==> src/rtl/sid_pkg.sv <==
package sid_pkg;

    localparam int CMD_DATA_W = 32;
    localparam int MAX_CORES  = 32;

    typedef enum logic [1:0] {
        OP_SET_DEST  = 2'd0,
        OP_SET_MODE  = 2'd1,
        OP_SET_BLOCK = 2'd2,
        OP_ENABLE    = 2'd3
    } sid_op_e;

    localparam logic [1:0] DIST_RR = 2'b00;

    typedef struct packed {
        logic       hit;
        logic [4:0] idx;
    } sid_pick_t;

    // First set bit of mask at or after start, wrapping within n bits.
    function automatic sid_pick_t sid_pick(input logic [MAX_CORES-1:0] mask,
                                           input int unsigned n,
                                           input int unsigned start);
        sid_pick_t   r;
        int unsigned p;
        r = '0;
        for (int k = 0; k < MAX_CORES; k++) begin
            if (k < n && !r.hit) begin
                p = start + k;
                if (p >= n) p = p - n;
                if (mask[p[4:0]]) begin
                    r.hit = 1'b1;
                    r.idx = p[4:0];
                end
            end
        end
        return r;
    endfunction

endpackage

==> src/rtl/sid_cfg_bank.sv <==
module sid_cfg_bank
    import sid_pkg::*;
#(
    parameter int NUM_IRQ  = 4,
    parameter int NUM_CORE = 4,
    parameter int IRQ_W    = 2
) (
    input  logic                               clk,
    input  logic                               rst,
    input  logic                               cmd_valid,
    input  logic [1:0]                         cmd_op,
    input  logic [IRQ_W-1:0]                   cmd_irq,
    input  logic [CMD_DATA_W-1:0]              cmd_data,
    output logic                               unit_on,
    output logic [NUM_IRQ-1:0]                 blocked,
    output logic [NUM_IRQ-1:0]                 rr_sel,
    output logic [NUM_IRQ-1:0][NUM_CORE-1:0]   dest
);

    sid_op_e op;
    assign op = sid_op_e'(cmd_op);

    logic unused_data_bits;
    assign unused_data_bits = ^cmd_data;

    always_ff @(posedge clk) begin
        if (rst) begin
            unit_on <= 1'b0;
        end else if (cmd_valid && op == OP_ENABLE) begin
            unit_on <= cmd_data[0];
        end
    end

    for (genvar i = 0; i < NUM_IRQ; i++) begin : g_line
        logic sel;
        assign sel = cmd_valid && (cmd_irq == IRQ_W'(i));

        always_ff @(posedge clk) begin
            if (rst) begin
                blocked[i] <= 1'b1;
                rr_sel[i]  <= 1'b1;
                dest[i]    <= '0;
            end else if (sel) begin
                case (op)
                    OP_SET_DEST:  dest[i]    <= cmd_data[NUM_CORE-1:0];
                    OP_SET_MODE:  rr_sel[i]  <= (cmd_data[1:0] == DIST_RR);
                    OP_SET_BLOCK: blocked[i] <= cmd_data[0];
                    default: ;
                endcase
            end
        end
    end

endmodule

==> src/rtl/sid_lane.sv <==
module sid_lane
    import sid_pkg::*;
#(
    parameter int NUM_CORE = 4,
    parameter int CORE_W   = 2
) (
    input  logic                clk,
    input  logic                rst,
    input  logic                unit_on,
    input  logic                blocked,
    input  logic                rr_sel,
    input  logic [NUM_CORE-1:0] dest,
    input  logic                level,
    output logic [NUM_CORE-1:0] lines
);

    logic [CORE_W-1:0]   ptr;
    logic                level_q;
    sid_pick_t           tgt;
    logic                deliver;
    logic                fall;
    logic [CORE_W-1:0]   ptr_next;
    logic [NUM_CORE-1:0] lines_d;

    always_comb begin
        tgt = sid_pick(MAX_CORES'(dest), NUM_CORE, rr_sel ? 32'(ptr) : 32'd0);
    end

    assign deliver = unit_on && !blocked && level && tgt.hit;
    assign fall    = level_q && !level;

    always_comb begin
        int nx;
        nx = int'(tgt.idx) + 1;
        if (nx >= NUM_CORE) nx = 0;
        ptr_next = CORE_W'(nx);
    end

    always_comb begin
        for (int c = 0; c < NUM_CORE; c++) begin
            lines_d[c] = deliver && (tgt.idx == 5'(c));
        end
    end

    always_ff @(posedge clk) begin
        if (rst) begin
            ptr     <= '0;
            level_q <= 1'b0;
            lines   <= '0;
        end else begin
            level_q <= level;
            lines   <= lines_d;
            if (rr_sel && fall && tgt.hit) begin
                ptr <= ptr_next;
            end
        end
    end

endmodule

==> src/rtl/shared_irq_distributor.sv <==
module shared_irq_distributor
    import sid_pkg::*;
#(
    parameter int NUM_IRQ  = 4,
    parameter int NUM_CORE = 4,
    parameter int IRQ_W    = (NUM_IRQ > 1) ? $clog2(NUM_IRQ) : 1
) (
    input  logic                         clk,
    input  logic                         rst,
    input  logic                         cmd_valid,
    input  logic [1:0]                   cmd_op,
    input  logic [IRQ_W-1:0]             cmd_irq,
    input  logic [CMD_DATA_W-1:0]        cmd_data,
    input  logic [NUM_IRQ-1:0]           irq_in,
    output logic [NUM_CORE*NUM_IRQ-1:0]  core_irq
);

    localparam int CORE_W = (NUM_CORE > 1) ? $clog2(NUM_CORE) : 1;

    logic                             unit_on;
    logic [NUM_IRQ-1:0]               blocked;
    logic [NUM_IRQ-1:0]               rr_sel;
    logic [NUM_IRQ-1:0][NUM_CORE-1:0] dest;

    sid_cfg_bank #(
        .NUM_IRQ  (NUM_IRQ),
        .NUM_CORE (NUM_CORE),
        .IRQ_W    (IRQ_W)
    ) u_cfg (
        .clk       (clk),
        .rst       (rst),
        .cmd_valid (cmd_valid),
        .cmd_op    (cmd_op),
        .cmd_irq   (cmd_irq),
        .cmd_data  (cmd_data),
        .unit_on   (unit_on),
        .blocked   (blocked),
        .rr_sel    (rr_sel),
        .dest      (dest)
    );

    for (genvar i = 0; i < NUM_IRQ; i++) begin : g_lane
        logic [NUM_CORE-1:0] lines;

        sid_lane #(
            .NUM_CORE (NUM_CORE),
            .CORE_W   (CORE_W)
        ) u_lane (
            .clk     (clk),
            .rst     (rst),
            .unit_on (unit_on),
            .blocked (blocked[i]),
            .rr_sel  (rr_sel[i]),
            .dest    (dest[i]),
            .level   (irq_in[i]),
            .lines   (lines)
        );

        for (genvar c = 0; c < NUM_CORE; c++) begin : g_map
            assign core_irq[c*NUM_IRQ + i] = lines[c];
        end
    end

endmodule

==> config.mk <==
export PLATFORM = sky130hd
export DESIGN_NAME = shared_irq_distributor
export DESIGN_NICKNAME = d
export VERILOG_FILES = /design/src/rtl/sid_pkg.sv /design/src/rtl/sid_cfg_bank.sv /design/src/rtl/sid_lane.sv /design/src/rtl/shared_irq_distributor.sv
export SDC_FILE = /design/constraint.sdc
export NUM_CORES = 1
export LEC_CHECK = 0
export ABC_AREA = 1
export BUFFER_PORTS_ARGS = -buffer_cell sky130_fd_sc_hd__buf_2
export CORE_MARGIN = 3
export CORE_UTILIZATION = 60
export DETAILED_ROUTE_END_ITERATION = 16
export PLACE_DENSITY_LB_ADDON = 0.05
export REMOVE_ABC_BUFFERS = 1
export SLEW_MARGIN = 40
export SYNTH_ARGS = -nofsm -noshare
export SYNTH_HDL_FRONTEND = slang
export SYNTH_SLANG_ARGS = --single-unit
==> constraint.sdc <==
create_clock -name clk -period 3.85 [get_ports clk]
set_input_delay 0.5775 -clock clk [delete_from_list [all_inputs] [get_ports clk]]
set_output_delay 0.5775 -clock clk [all_outputs]
set_load 0.005 [all_outputs]
; Word level (Yosys, flattened, before mapping)
; Index checks and enable logic that the tools add are counted.
[word_totals]
register_bits = 53
inputBits = 43
output_inout_bits = 16
wordCells = 279
[classes]
add_sub_neg = 32
n_lt_le_gt_ge = 36
n_eq_ne = 18
mux = 96
n_reduce_logical = 72
[op_table]
columns = cell, n
row1 = $ge 32x3->1 const B, 16
row2 = $mux 6, 28
row3 = $mux 5, 28
row4 = $lt 5x6->1 const B, 16
row5 = $bmux 1 s5, 16
row6 = $sub 5x3->5 const B, 16
row7 = $logic_and 1x1->1, 45
row8 = $eq 5x2->1 const B, 8
row9 = $add 2x2->3 const B, 8
row10 = $add 5x1->6 const B, 4
row11 = $ge 6x3->1 const B, 4
row12 = $reduce_and 2->1, 12
row13 = $eq 5x1->1 const B, 4
row14 = $logic_not 5->1, 4
row15 = $mux 1, 16
row16 = $mux 2, 8
row17 = $add 2x1->3 const B, 4
row18 = $eq 2x2->1 const B, 4
row19 = $logic_not 1->1, 8
row20 = $logic_not 2->1, 3
row21 = $eq 2x1->1 const B, 2

; Longest topological paths before layout
; Gate-level depths: netlist of the first run.
[logic_depth]
ltp_word = 24
mapped_depth = 19
mapped_depth_nobuf = 18

; Cells and area by module
; A second synthesis of the first run with hierarchy kept.
[hier_totals]
cells_unflattened = 527
hier_area_um2 = 3816.2
[by_module_without_submodules]
columns = mod, instances, cells_per_inst, area_each_um2, seq_area_each_um2
row1 = sid_lane, 4, 91, 680.7, 140.1
row2 = sid_cfg_bank, 1, 163, 1093.5, 500.5

; Worst setup path after synthesis of the first run
; Ideal clock, no wire load.
[synth_path]
kind = reg-to-reg
start = register u_cfg.rr_sel[2]
end = register g_lane[2].u_lane.ptr[1]
setup_time_ns = 0.068
t_arrival_ns = 2.132
required_ns = 3.782
slack_ns = 1.650
path_stages_with_launch = 18
path_buffers = 1
synth_period_minus_slack_ns = 2.200
cell_sequence = dfxtp_1 > nand2_2 > buf_6 > inv_1 > ha_1 > inv_1 > nor2_2 > nor2_4 > nand2_2 > nor2_4 > nand2_2 > nand3_1 > o21a_2 > inv_1 > ha_1 > nor2_2 > nand2_1 > a21oi_2
[synth_between]
elab_chain_len = 16
elab_cells_between_ends = 39
classes_between = add/sub (8) / order compare (5) / mux (24) / reduce/logical (2)
[synth_lines]
columns = element, line
row1 = from (decl), sid_cfg_bank.sv:16  ; output logic [NUM_IRQ-1:0] rr_sel,
row2 = "from (signal, indexed assignment)", sid_cfg_bank.sv:46  ; OP_SET_MODE: rr_sel[i] <= (cmd_data[1:0] == DIST_RR);
row3 = $mux 2, sid_lane.sv:26  ; tgt = sid_pick(MAX_CORES'(dest), NUM_CORE, rr_sel ? 32'(ptr) : 32'd0);
row4 = $add 2x1->3, sid_pkg.sv:29  ; p = start + k;
row5 = $ge 32x3->1 or $sub 5x3->5 (tied branches), sid_pkg.sv:30  ; if (p >= n) p = p - n;
row6 = $mux 5, sid_pkg.sv:30
row7 = $mux 5, sid_pkg.sv:28  ; if (k < n && !r.hit) begin
row8 = $bmux 1 s5, sid_pkg.sv:31  ; if (mask[p[4:0]]) begin
row9 = $mux 1 (not written as such), sid_pkg.sv:31
row10 = $mux 6, sid_pkg.sv:31
row11 = $mux 6, sid_pkg.sv:28
row12 = $mux 6, sid_pkg.sv:31
row13 = $mux 6, sid_pkg.sv:28
row14 = $mux 6, sid_pkg.sv:31
row15 = $mux 6, sid_pkg.sv:28
row16 = $add 5x1->6, sid_lane.sv:34  ; nx = int'(tgt.idx) + 1;
row17 = $ge 6x3->1, sid_lane.sv:35  ; if (nx >= NUM_CORE) nx = 0;
row18 = $mux 2, sid_lane.sv:35
row19 = to (signal assigned), sid_lane.sv:54  ; ptr <= ptr_next;
row20 = to (decl), sid_lane.sv:17  ; logic [CORE_W-1:0] ptr;
; Parallel ways exist; a longest one is shown, timed or not. The select of a mux whose other input is x is not followed.
; A chain may end at the register's enable or synchronous reset.

; Worst setup path after layout of the first run
[layout_path]
start = register u_cfg.rr_sel[1]
end = register g_lane[1].u_lane.ptr[0]
[layout_between]
elab_chain_len = 16
elab_cells_between_ends = 39
classes_between = add/sub (8) / order compare (5) / mux (24) / reduce/logical (2)
[layout_lines]
columns = element, line
row1 = $mux 2, sid_lane.sv:26
row2 = $add 2x1->3, sid_pkg.sv:29
row3 = $ge 32x3->1 or $sub 5x3->5 (tied branches), sid_pkg.sv:30
row4 = $mux 5, sid_pkg.sv:30
row5 = $mux 5, sid_pkg.sv:28
row6 = $bmux 1 s5, sid_pkg.sv:31
row7 = $mux 1 (not written as such), sid_pkg.sv:31
row8 = $mux 6, sid_pkg.sv:31
row9 = $mux 6, sid_pkg.sv:28
row10 = $mux 6, sid_pkg.sv:31
row11 = $mux 6, sid_pkg.sv:28
row12 = $mux 6, sid_pkg.sv:31
row13 = $mux 6, sid_pkg.sv:28
row14 = $add 5x1->6, sid_lane.sv:34
row15 = $ge 6x3->1, sid_lane.sv:35
row16 = $mux 2, sid_lane.sv:35
row17 = to (signal assigned), sid_lane.sv:54
row18 = to (decl), sid_lane.sv:17
; Parallel ways exist; a longest one is shown, timed or not. The select of a mux whose other input is x is not followed.

==> impl_results.md, run 1 <==
- PnR worst setup slack: 1.296 ns
- Crit end category: register
- RSZ-0062 raised after global routing: false
- Max-slew violation count: 0
- DRT antenna net count: 0
- VDD IR-drop max: 204.1 uV
- Vias in the first global route: 2,774
- Post-CTS setup buffer count: 0
- Hold_sp: g_lane[0].u_lane.ptr[0]
- Total negative slack: 0 ns
- Layout area overhead: 7.701%
- Wirelength per Cell: 11.12 um
- Die X: 81.05 um
- Crit path launch type: register
- Max stage delay on crit path: 0.58 ns
- Inserted Clock Buffers: 5
- Starting Density: 64.13%
- Root Buffer: clkbuf_8
- Slowest cell on the critical path: dfxtp_1
- Port bufs: 30
- MaxCap Viol Count: 0
- Post-synth ARST share: 0%
- Number of iterations in the first detailed-routing pass: 4
- Max Buffers Root-to-Sink: 2
- Core region area: 0.005270 sq mm
- Min Tclk post-route: 2.554 ns
- Number of synthesized flops with an enable pin: 0
- Run status: complete, no violations
- Sequential-to-total area share from yosys stat: 31.40%
- Slew @ Worst Pin: 0.5042 ns
- DPL Wire Length: 4.998 mm
- Die area: 0.006569 sq mm
- DR iter-0 viols: 90
- CP Max Fanout: 9
- Ranking of synthesized cells by area: dfxtp_1, nand2_1, ha_1
- Initial antenna violation count: 0
- Synth unique cells: 35
- Post-CTS Resized: 0
- Max Fclk: 391.5 MHz
- H-tree level count: 2
- Leakage power: 1.786 nW
- Reg2reg start: u_cfg.rr_sel[1]
- Hold Buf Count CTS: 0
- Routed via count: 3,001
- Synth Register Bits: 53
- Skew-Pair Late Insertion Delay: 0.30 ns
- Pin count of the biggest net entering global routing: 35
- Clock sinks: 53
- WP data arrival: 2.79 ns
- Final nets: 578
- GR Overflow Total: 0
- Hold Path Class: reg2reg
- CP Class: reg2reg
- Max Clock Skew: 0.006000 ns
- R2R Setup Slk: 1.30 ns
- Synth Flop Type: dfxtp_1
- Residual DRC: 0
- Critical path cell sequence: nand2_4 > inv_2 > ha_1 > inv_1 > nand3_1 > nand2_2 > nand2_1 > nor2_4 > nand3_1 > nand2_1 > inv_1 > ha_1 > inv_1 > nor2_1 > nor2_1 > nand3_1 > a21oi_1
- Worst slack at placement: 1.346 ns
- TritonCTS clock tree: yes
- Mapped Area: 0.003379 sq mm
- Worst-path clk slew: 0.09 ns
- Pwr Density: 328.8 mW/mm^2
- Num rows: 26
- Layout cell share with drive strength beyond 1: 18.50%
- Syn avg cell area: 7.041 sq um
- Warnings, synthesis: 0
- Routability congestion estimate: 0.8301
- CP Launch Point: u_cfg.rr_sel[1]
- Global-route wire length before repair: 11.53 mm
- Tot GR Track Use: 21.80%
- Post-Synthesis Cells: 480
- Relative slew slack: 66.34%
- Routed Wire Length: 6.427 mm
- Vias per Instance: 5.192
- Fin crit share: 66.35%
- DIE HEIGHT: 81.05 um
- IO Count: 59
- # setup viols final: 0
- Post-synth top area cell: dfxtp_1
- Fillers: 473
- Yosys top cell area share: 31.40%
- Worst EP required: 4.09 ns
- Post-layout util: 69.06%
- Antenna Diode Count: 0
- Hold Fails Final Rpt: 0
## power by group
| part | switching, mW | internal, mW |
|---|---|---|
| logic | 0.211 | 0.115 |
| clock network | 0.173 | 0.129 |
| registers | 0.00924 | 0.560 |
| total | 0.393 | 0.803 |
## cells by family (layout without fill, tap and decap cells)
group           after synthesis  after routing  share of synthesized area [%]
compound gates               81             81                          15.51
flops                        53             53                          31.40
simple gates                247            247                          34.10
fa+ha+maj                    28             28                          10.37
buf+inv                      71             99                          8.626
## layout make-up
cell class | count | area, sq um | share of cell area [%]
clock inverter | 1 | 7.507 | 0.2063
sequential | 53 | 1061 | 29.15
clock buffer | 7 | 76.32 | 2.097
tap | 70 | 87.58 | 2.406
timing repair buffer | 30 | 150.1 | 4.125
multi-input combinational | 356 | 2027 | 55.69
inverter | 61 | 230.2 | 6.325
## cells in the final DEF (no fill, tap or decap), drive strengths merged
master,count
and2,1
nor3,9
o31ai,6
nand4,10
buf,30
clkinv,1
clkbuf,7
nor3b,3
o211ai,2
clkinvlp,1
nand3,37
a32o,1
dfxtp,53
o21a,1
a21boi,2
nor2,55
a21oi,29
o21ai,40
inv,60
nand2,132
ha,28
## worst max-delay path, delay by kind of cell (launching register included)
family / cells / cell delay (ns)
compound gates: 1 / 0.13
fa+ha+maj: 2 / 0.45
buf+inv: 4 / 0.30
flops: 1 / 0.58
simple gates: 10 / 1.04
## flip-flops by register name, indices dropped and copies added, names as in the netlist
register,count
u_cfg.rr_sel,4
u_cfg.unit_on,1
g_lane.u_lane.ptr,8
u_cfg.dest,16
g_lane.u_lane.level_q,4
g_lane.u_lane.lines,16
u_cfg.blocked,4
## layer usage
| metal | vias to the layer above | wire [um] | track usage (%) |
|---|---|---|---|
| met5 | - | 0 | 0 |
| met3 | 10 | 226 | 3.548 |
| met2 | 40 | 3196 | 39.66 |
| li1 | 1611 | - | - |
| met1 | 1340 | 2895 | 25.67 |
| met4 | 0 | 109 | 7.770 |
## synth_stat cells (2+ instances only)
cell,instances
a21oi_2,2
buf_4,2
o211ai_1,2
a21boi_1,2
a21oi_1,27
o21ai_4,2
nor2_2,5
o21ai_2,11
inv_1,55
nand4_1,9
nand2_4,3
clkbuf_1,4
nand3_1,35
dfxtp_1,53
o31ai_1,5
o21ai_1,4
nor2_4,4
inv_2,5
nor2_1,46
nor3b_1,3
ha_1,28
nand2_2,19
buf_6,2
nor3_1,9
nand2_1,110
nand3_2,2
o21ai_0,23
## final timing paths
| path | depth (start not counted) | end |
|---|---|---|
| setup / recovery | 17 | g_lane[1].u_lane.ptr[0] |
| hold / removal | 2 | g_lane[0].u_lane.ptr[0] |
| setup reg to reg | 17 | g_lane[1].u_lane.ptr[0] |
| hold reg to reg | 2 | g_lane[0].u_lane.ptr[0] |
## metrics by stage
stage	std cells	power, mW	instance area, sq um	hold slack, ns
2_1_floorplan	470	0.8393	3318	0.4292
3_5_place_dp	570	0.9084	3556	0.4508
6_report	578	1.197	3640	0.4698
4_1_cts	578	1.209	3640	0.4722
3_3_place_gp	570	0.8957	3556	0.4456
5_1_grt	578	1.282	3640	0.4970
Note: power is estimated with default switching activity, not from simulation.
==> run 2: changes to the inputs <==
CORE_UTILIZATION = 56   (was 60)
clock period = 2.6 ns   (was 3.85 ns; I/O delays follow)
==> run 2 against run 1 <==
Against the previous run: die area increased by 6.6%; worst hold slack got worse by 0.16 ns; power increased by 50%; sequential power increased by 48%; highest routed layer unchanged.
==> impl_results.md, run 2 (synthesis results as in run 1) <==
- Run status: complete, no violations
- Num rows: 27
- Routed via count: 2,980
- Layout cell share with drive strength beyond 1: 20.74%
- Final Total Pwr: 1.790 mW
- Port bufs: 30
- PnR worst setup slack: 0.2939 ns
- Routability congestion estimate: 0.8358
- Root Buffer: clkbuf_8
- Wirelength per Cell: 11.10 um
- Min Tclk post-route: 2.306 ns
- Vias in the first global route: 2,689
- Slowest cell on the critical path: dfxtp_2
- Relative slew slack: 66.22%
- Critical path cell sequence: nand2_4 > inv_2 > ha_1 > inv_1 > nand3_1 > nand2_2 > nand2_1 > nor2_4 > nand3_1 > nand2_2 > inv_1 > ha_1 > inv_1 > nor2_1 > nor2_1 > nand3_1 > a21oi_2
- Number of iterations in the first detailed-routing pass: 4
- TritonCTS clock tree: yes
- Layout area overhead: 9.996%
- Global-route wire length before repair: 11.43 mm
- Post-route cell area: 0.003717 sq mm
- Hold Fails Final Rpt: 0
- Placed cell area: 0.003618 sq mm
- Inst Count DP: 580
- Max Clock Skew: 0.02142 ns
- Max Buffers Root-to-Sink: 2
- Crit path launch type: register
- Pin count of the biggest net entering global routing: 29
- WP data arrival: 2.54 ns
- Max-slew violation count: 0
- Leakage power: 1.822 nW
- Multi-input gate area: 0.002039 sq mm
- CP Class: reg2reg
- Tot GR Track Use: 19.16%
- RSZ-0062 raised after global routing: false
- Routed Wire Length: 6.529 mm
- Sequential cell area: 0.001064 sq mm
- Worst EP required: 2.83 ns
- Vias per Instance: 5.068
- Max Fclk: 433.6 MHz
- Non-filler cells, final: 588
- IO Count: 59
- GR Overflow Total: 0
- DIE HEIGHT: 83.69 um
- Antenna Diode Count: 0
- Total negative slack: 0 ns
- Skew-Pair Late Insertion Delay: 0.31 ns
- Most frequent cells in the layout: nand2_1, inv_1, dfxtp_1, nor2_1, nand3_1
- MaxCap Viol Count: 0
- Residual DRC: 0
- Fillers: 524
- Core region area: 0.005675 sq mm
- Starting Density: 59.55%
- # setup viols final: 0
- Worst-path clk slew: 0.09 ns
- Worst slack at placement: 0.1928 ns
- Commonest non-fill, non-tap cell in the layout: nand2_1
- H-tree level count: 2
- CP Max Fanout: 8
- DR iter-0 viols: 148
- Pwr Density: 481.5 mW/mm^2
- Hold Path Class: in2reg
- Inserted Clock Buffers: 5
- Die area: 0.007003 sq mm
- Die X: 83.69 um
- Top flop regs: g_lane.u_lane.lines x16, u_cfg.dest x16, g_lane.u_lane.ptr x8
- Hold Buf Count CTS: 0
- Crit end category: register
- VDD IR-drop max: 290.0 uV
- Clock sinks: 53
- Slew @ Worst Pin: 0.5028 ns
- DRT antenna net count: 0
- Fin crit share: 88.70%
- DPL Wire Length: 5.084 mm
- Initial antenna violation count: 0
- Final nets: 586
- Max stage delay on crit path: 0.36 ns
==> run 2: layout make-up <==
| type | instances | share of cell area [%] |
|---|---|---|
| Inverter | 61 | 6.193 |
| Clock inverter | 1 | 0.2020 |
| Multi-Input combinational cell | 356 | 54.86 |
| Sequential cell | 53 | 28.61 |
| Timing Repair Buffer | 38 | 5.655 |
| Clock buffer | 7 | 2.053 |
| Tap cell | 72 | 2.423 |
==> run 2: per-layer routing <==
metal,global-route usage [%],vias up,share of wire [%],wire length (um)
li1,-,1623,-,-
met1,23.11,1310,47,3093
met2,35.00,41,48,3136
met3,3.159,6,3.4,225
met4,4.971,0,1.1,74
met5,0,-,0,0
==> run 2: per-stage QoR <==
| step | hold WS (ns) | utilization [%] |
|---|---|---|
| detailed placement | 0.4521 | 63.76 |
| global route | 0.3293 | 65.50 |
| global placement | 0.4445 | 63.76 |
| finish | 0.3114 | 65.50 |
| floorplan | 0.4292 | - |
| CTS | 0.3086 | 65.23 |
==> run 2: final timing paths <==
kind	depth (start not counted)	startpoint	slack (ns)	endpoint
worst max-delay path	17	u_cfg.rr_sel[1]	0.29	g_lane[1].u_lane.ptr[0]
worst min register to register	2	u_cfg.blocked[0]	0.47	u_cfg.blocked[0]
worst min-delay path	3	irq_in[0]	0.31	g_lane[0].u_lane.level_q
worst max register to register	17	u_cfg.rr_sel[1]	0.29	g_lane[1].u_lane.ptr[0]
==> run 2: worst max-delay path, delay by kind of cell (launching register included) <==
family | cells | cell delay [ns]
AND/OR/NAND/NOR | 10 | 1.01
adder cells (fa/ha/maj) | 2 | 0.51
AO/OA/AOI/OAI | 1 | 0.12
buffers and inverters | 4 | 0.23
flip-flops | 1 | 0.36
==> run 2: repair_timing <==
action,in CTS,in global routing
buffers inserted,0,0
hold endpoints to repair,0,0
resized for setup,0,6
endpoints found under the setup margin,0,4
==> run 2: where the power goes <==
group          internal, mW  switching [mW]  total, mW
clock                 0.191           0.265      0.456
combinational         0.175           0.316      0.492
sequential            0.829          0.0126      0.842
==> run 3: changes to the inputs <==
PLACE_DENSITY = 0.82   (was default)
PLACE_DENSITY_LB_ADDON = default   (was 0.05)
==> run 3 against run 2 <==
Against the previous run: global-route usage up 0.65 points; sequential power is essentially flat; worst hold slack better by 0.020 ns; critical endpoint is now g_lane[0].u_lane.ptr[0].
==> impl_results.md, run 3 (synthesis results as in run 1) <==
- Seq pwr share: 47.1%
- DPL Wire Length: 5.309 mm
- CP Max Fanout: 4
- Skew-Pair Late Insertion Delay: 0.31 ns
- Starting Density: 59.55%
- Pwr Density: 481.2 mW/mm^2
- Root Buffer: clkbuf_8
- Port bufs: 30
- Max Buffers Root-to-Sink: 2
- Fin crit share: 91.31%
- Commonest non-fill, non-tap cell in the layout: nand2_1
- Leakage power: 1.832 nW
- Worst Hold Depth: 3
- IO Count: 59
- Slowest cell on the critical path: dfxtp_1
- Wirelength per Cell: 11.12 um
- TritonCTS clock tree: yes
- GR Overflow Total: 0
- Worst-path clk slew: 0.09 ns
- Slew @ Worst Pin: 0.4911 ns
- Number of iterations in the first detailed-routing pass: 4
- Register-to-Register Path Depth: 14
- Max-slew violation count: 0
- RSZ-0062 raised after global routing: false
- Vias in the first global route: 2,869
- Routed via count: 3,055
- Hold Path Class: in2reg
- Part of the power in combinational logic: 27.3%
- Clock sinks: 53
- Global-route wire length before repair: 11.79 mm
- Post-CTS setup buffer count: 0
- Residual DRC: 0
- Layout area overhead: 9.959%
- DRT antenna net count: 0
- VDD IR-drop max: 230.7 uV
- WHS: 0.3311 ns
- Routability congestion estimate: 0.8776
- Final nets: 586
- Min Tclk post-route: 2.374 ns
- Num rows: 27
- Antenna Diode Count: 0
- MaxCap Viol Count: 0
- Initial antenna violation count: 0
- Pin count of the biggest net entering global routing: 19
- Internal power: 1.196 mW
- CP Class: reg2reg
- Crit end category: register
- # setup viols final: 0
- Psw: 0.5922 mW
- Layout cell share with drive strength beyond 1: 20.35%
- Reg2reg start: u_cfg.rr_sel[0]
- Top flop regs: g_lane.u_lane.lines x16, u_cfg.dest x16, g_lane.u_lane.ptr x8
- Fillers: 492
- Sw Ratio: 33.12%
- Max stage delay on crit path: 0.42 ns
- Crit path top cell by count: nand2_1
- Hold_sp: irq_in[1]
- Run status: complete, no violations
- Max Clock Skew: 0.007809 ns
- Routed Wire Length: 6.536 mm
- Core region area: 0.005675 sq mm
- Max Fclk: 421.2 MHz
- Total negative slack: 0 ns
- Hold Fails Final Rpt: 0
- Worst EP required: 2.85 ns
- Die area: 0.007003 sq mm
- H-tree level count: 2
- Relative slew slack: 67.01%
- Tot GR Track Use: 19.81%
- R2R Path End: g_lane[0].u_lane.ptr[0]
- DIE HEIGHT: 83.69 um
- Vias per Instance: 5.196
- WP data arrival: 2.62 ns
- DR iter-0 viols: 141
- Most frequent cells in the layout: nand2_1, inv_1, dfxtp_1, nor2_1, nand3_1
- Crit path launch type: register
- Critical path cell sequence: nand2_1 > ha_1 > inv_1 > nand2_1 > o21ai_2 > nor2_1 > nand2_1 > nor2_1 > o31ai_4 > inv_1 > ha_1 > nor2_1 > nand2_1 > a21oi_1
- Hold worst-path end: g_lane[1].u_lane.level_q
- R2R Setup Slk: 0.23 ns
- Inserted Clock Buffers: 5
- Die X: 83.69 um
- Clock power share: 25.6%
run 3: changes by cell type in the layout (fill, tap and decap cells not counted), sizes merged:
cell,before,now
clkinvlp,1,0
inv,60,61
clkbuf,7,6
clkinv,1,2
run 3: per-layer routing:
metal / vias up / share of wire [%] / GRT usage (%)
met1: 1380 / 45 / 22.80
met3: 12 / 2.7 / 3.554
met4: 0 / 1.9 / 6.725
met5: - / 0 / 0
li1: 1625 / - / -
met2: 38 / 50 / 36.51
run 3: per-stage QoR:
stage	cells	area [sq um]	power, mW	setup WS [ns]	utilization, %
6_report	588	3716	1.788	0.2260	65.48
5_1_grt	588	3716	1.917	0.002300	65.48
4_1_cts	588	3705	1.798	0.1705	65.28
3_5_place_dp	580	3618	1.351	0.1926	63.76
3_3_place_gp	580	3618	1.332	0.2665	63.76
2_1_floorplan	470	3318	1.243	0.3550	-
run 3: worst max path at each step:
stage	to	cells after the start	start	slack, ns
finish	g_lane[0].u_lane.ptr[0]	14	u_cfg.rr_sel[0]	0.23
global route	g_lane[2].u_lane.ptr[1]	16	u_cfg.rr_sel[2]	0.002
CTS	g_lane[1].u_lane.ptr[0]	18	u_cfg.rr_sel[1]	0.17
detailed placement	g_lane[1].u_lane.ptr[0]	18	u_cfg.rr_sel[1]	0.19
global placement	g_lane[1].u_lane.ptr[1]	17	u_cfg.rr_sel[1]	0.27
floorplan	g_lane[1].u_lane.ptr[0]	17	u_cfg.rr_sel[1]	0.35
run 3: layout make-up:
cell class	instances	area, sq um	share of cell area [%]
well taps	72	90.09	2.424
clock buffers	6	72.57	1.953
flip-flops and latches	53	1062	28.59
inverters	61	230.2	6.195
multi-input cells	356	2037	54.81
repair buffers	38	210.2	5.657
clock inverters	2	13.76	0.3704
run 3: power by group through the flow:
stage               clock (mW)  sequential (mW)  combinational [mW]
floorplan                    0            0.859               0.384
global placement             0            0.860               0.472
detailed placement           0            0.861               0.490
CTS                      0.464            0.842               0.491
global route             0.502            0.845               0.570
finish                   0.457            0.842               0.489
run 3: timing repair:
item	CTS	global route
hold buffers	0	0
gates resized for setup	0	4
setup endpoints to repair	0	6
run 3: worst max-delay path: cells and delay by family (launching register included):
kind | cells | cell delay [ns]
compound gates | 3 | 0.45
fa+ha+maj | 2 | 0.52
buf+inv | 2 | 0.23
flops | 1 | 0.42
simple gates | 7 | 0.68
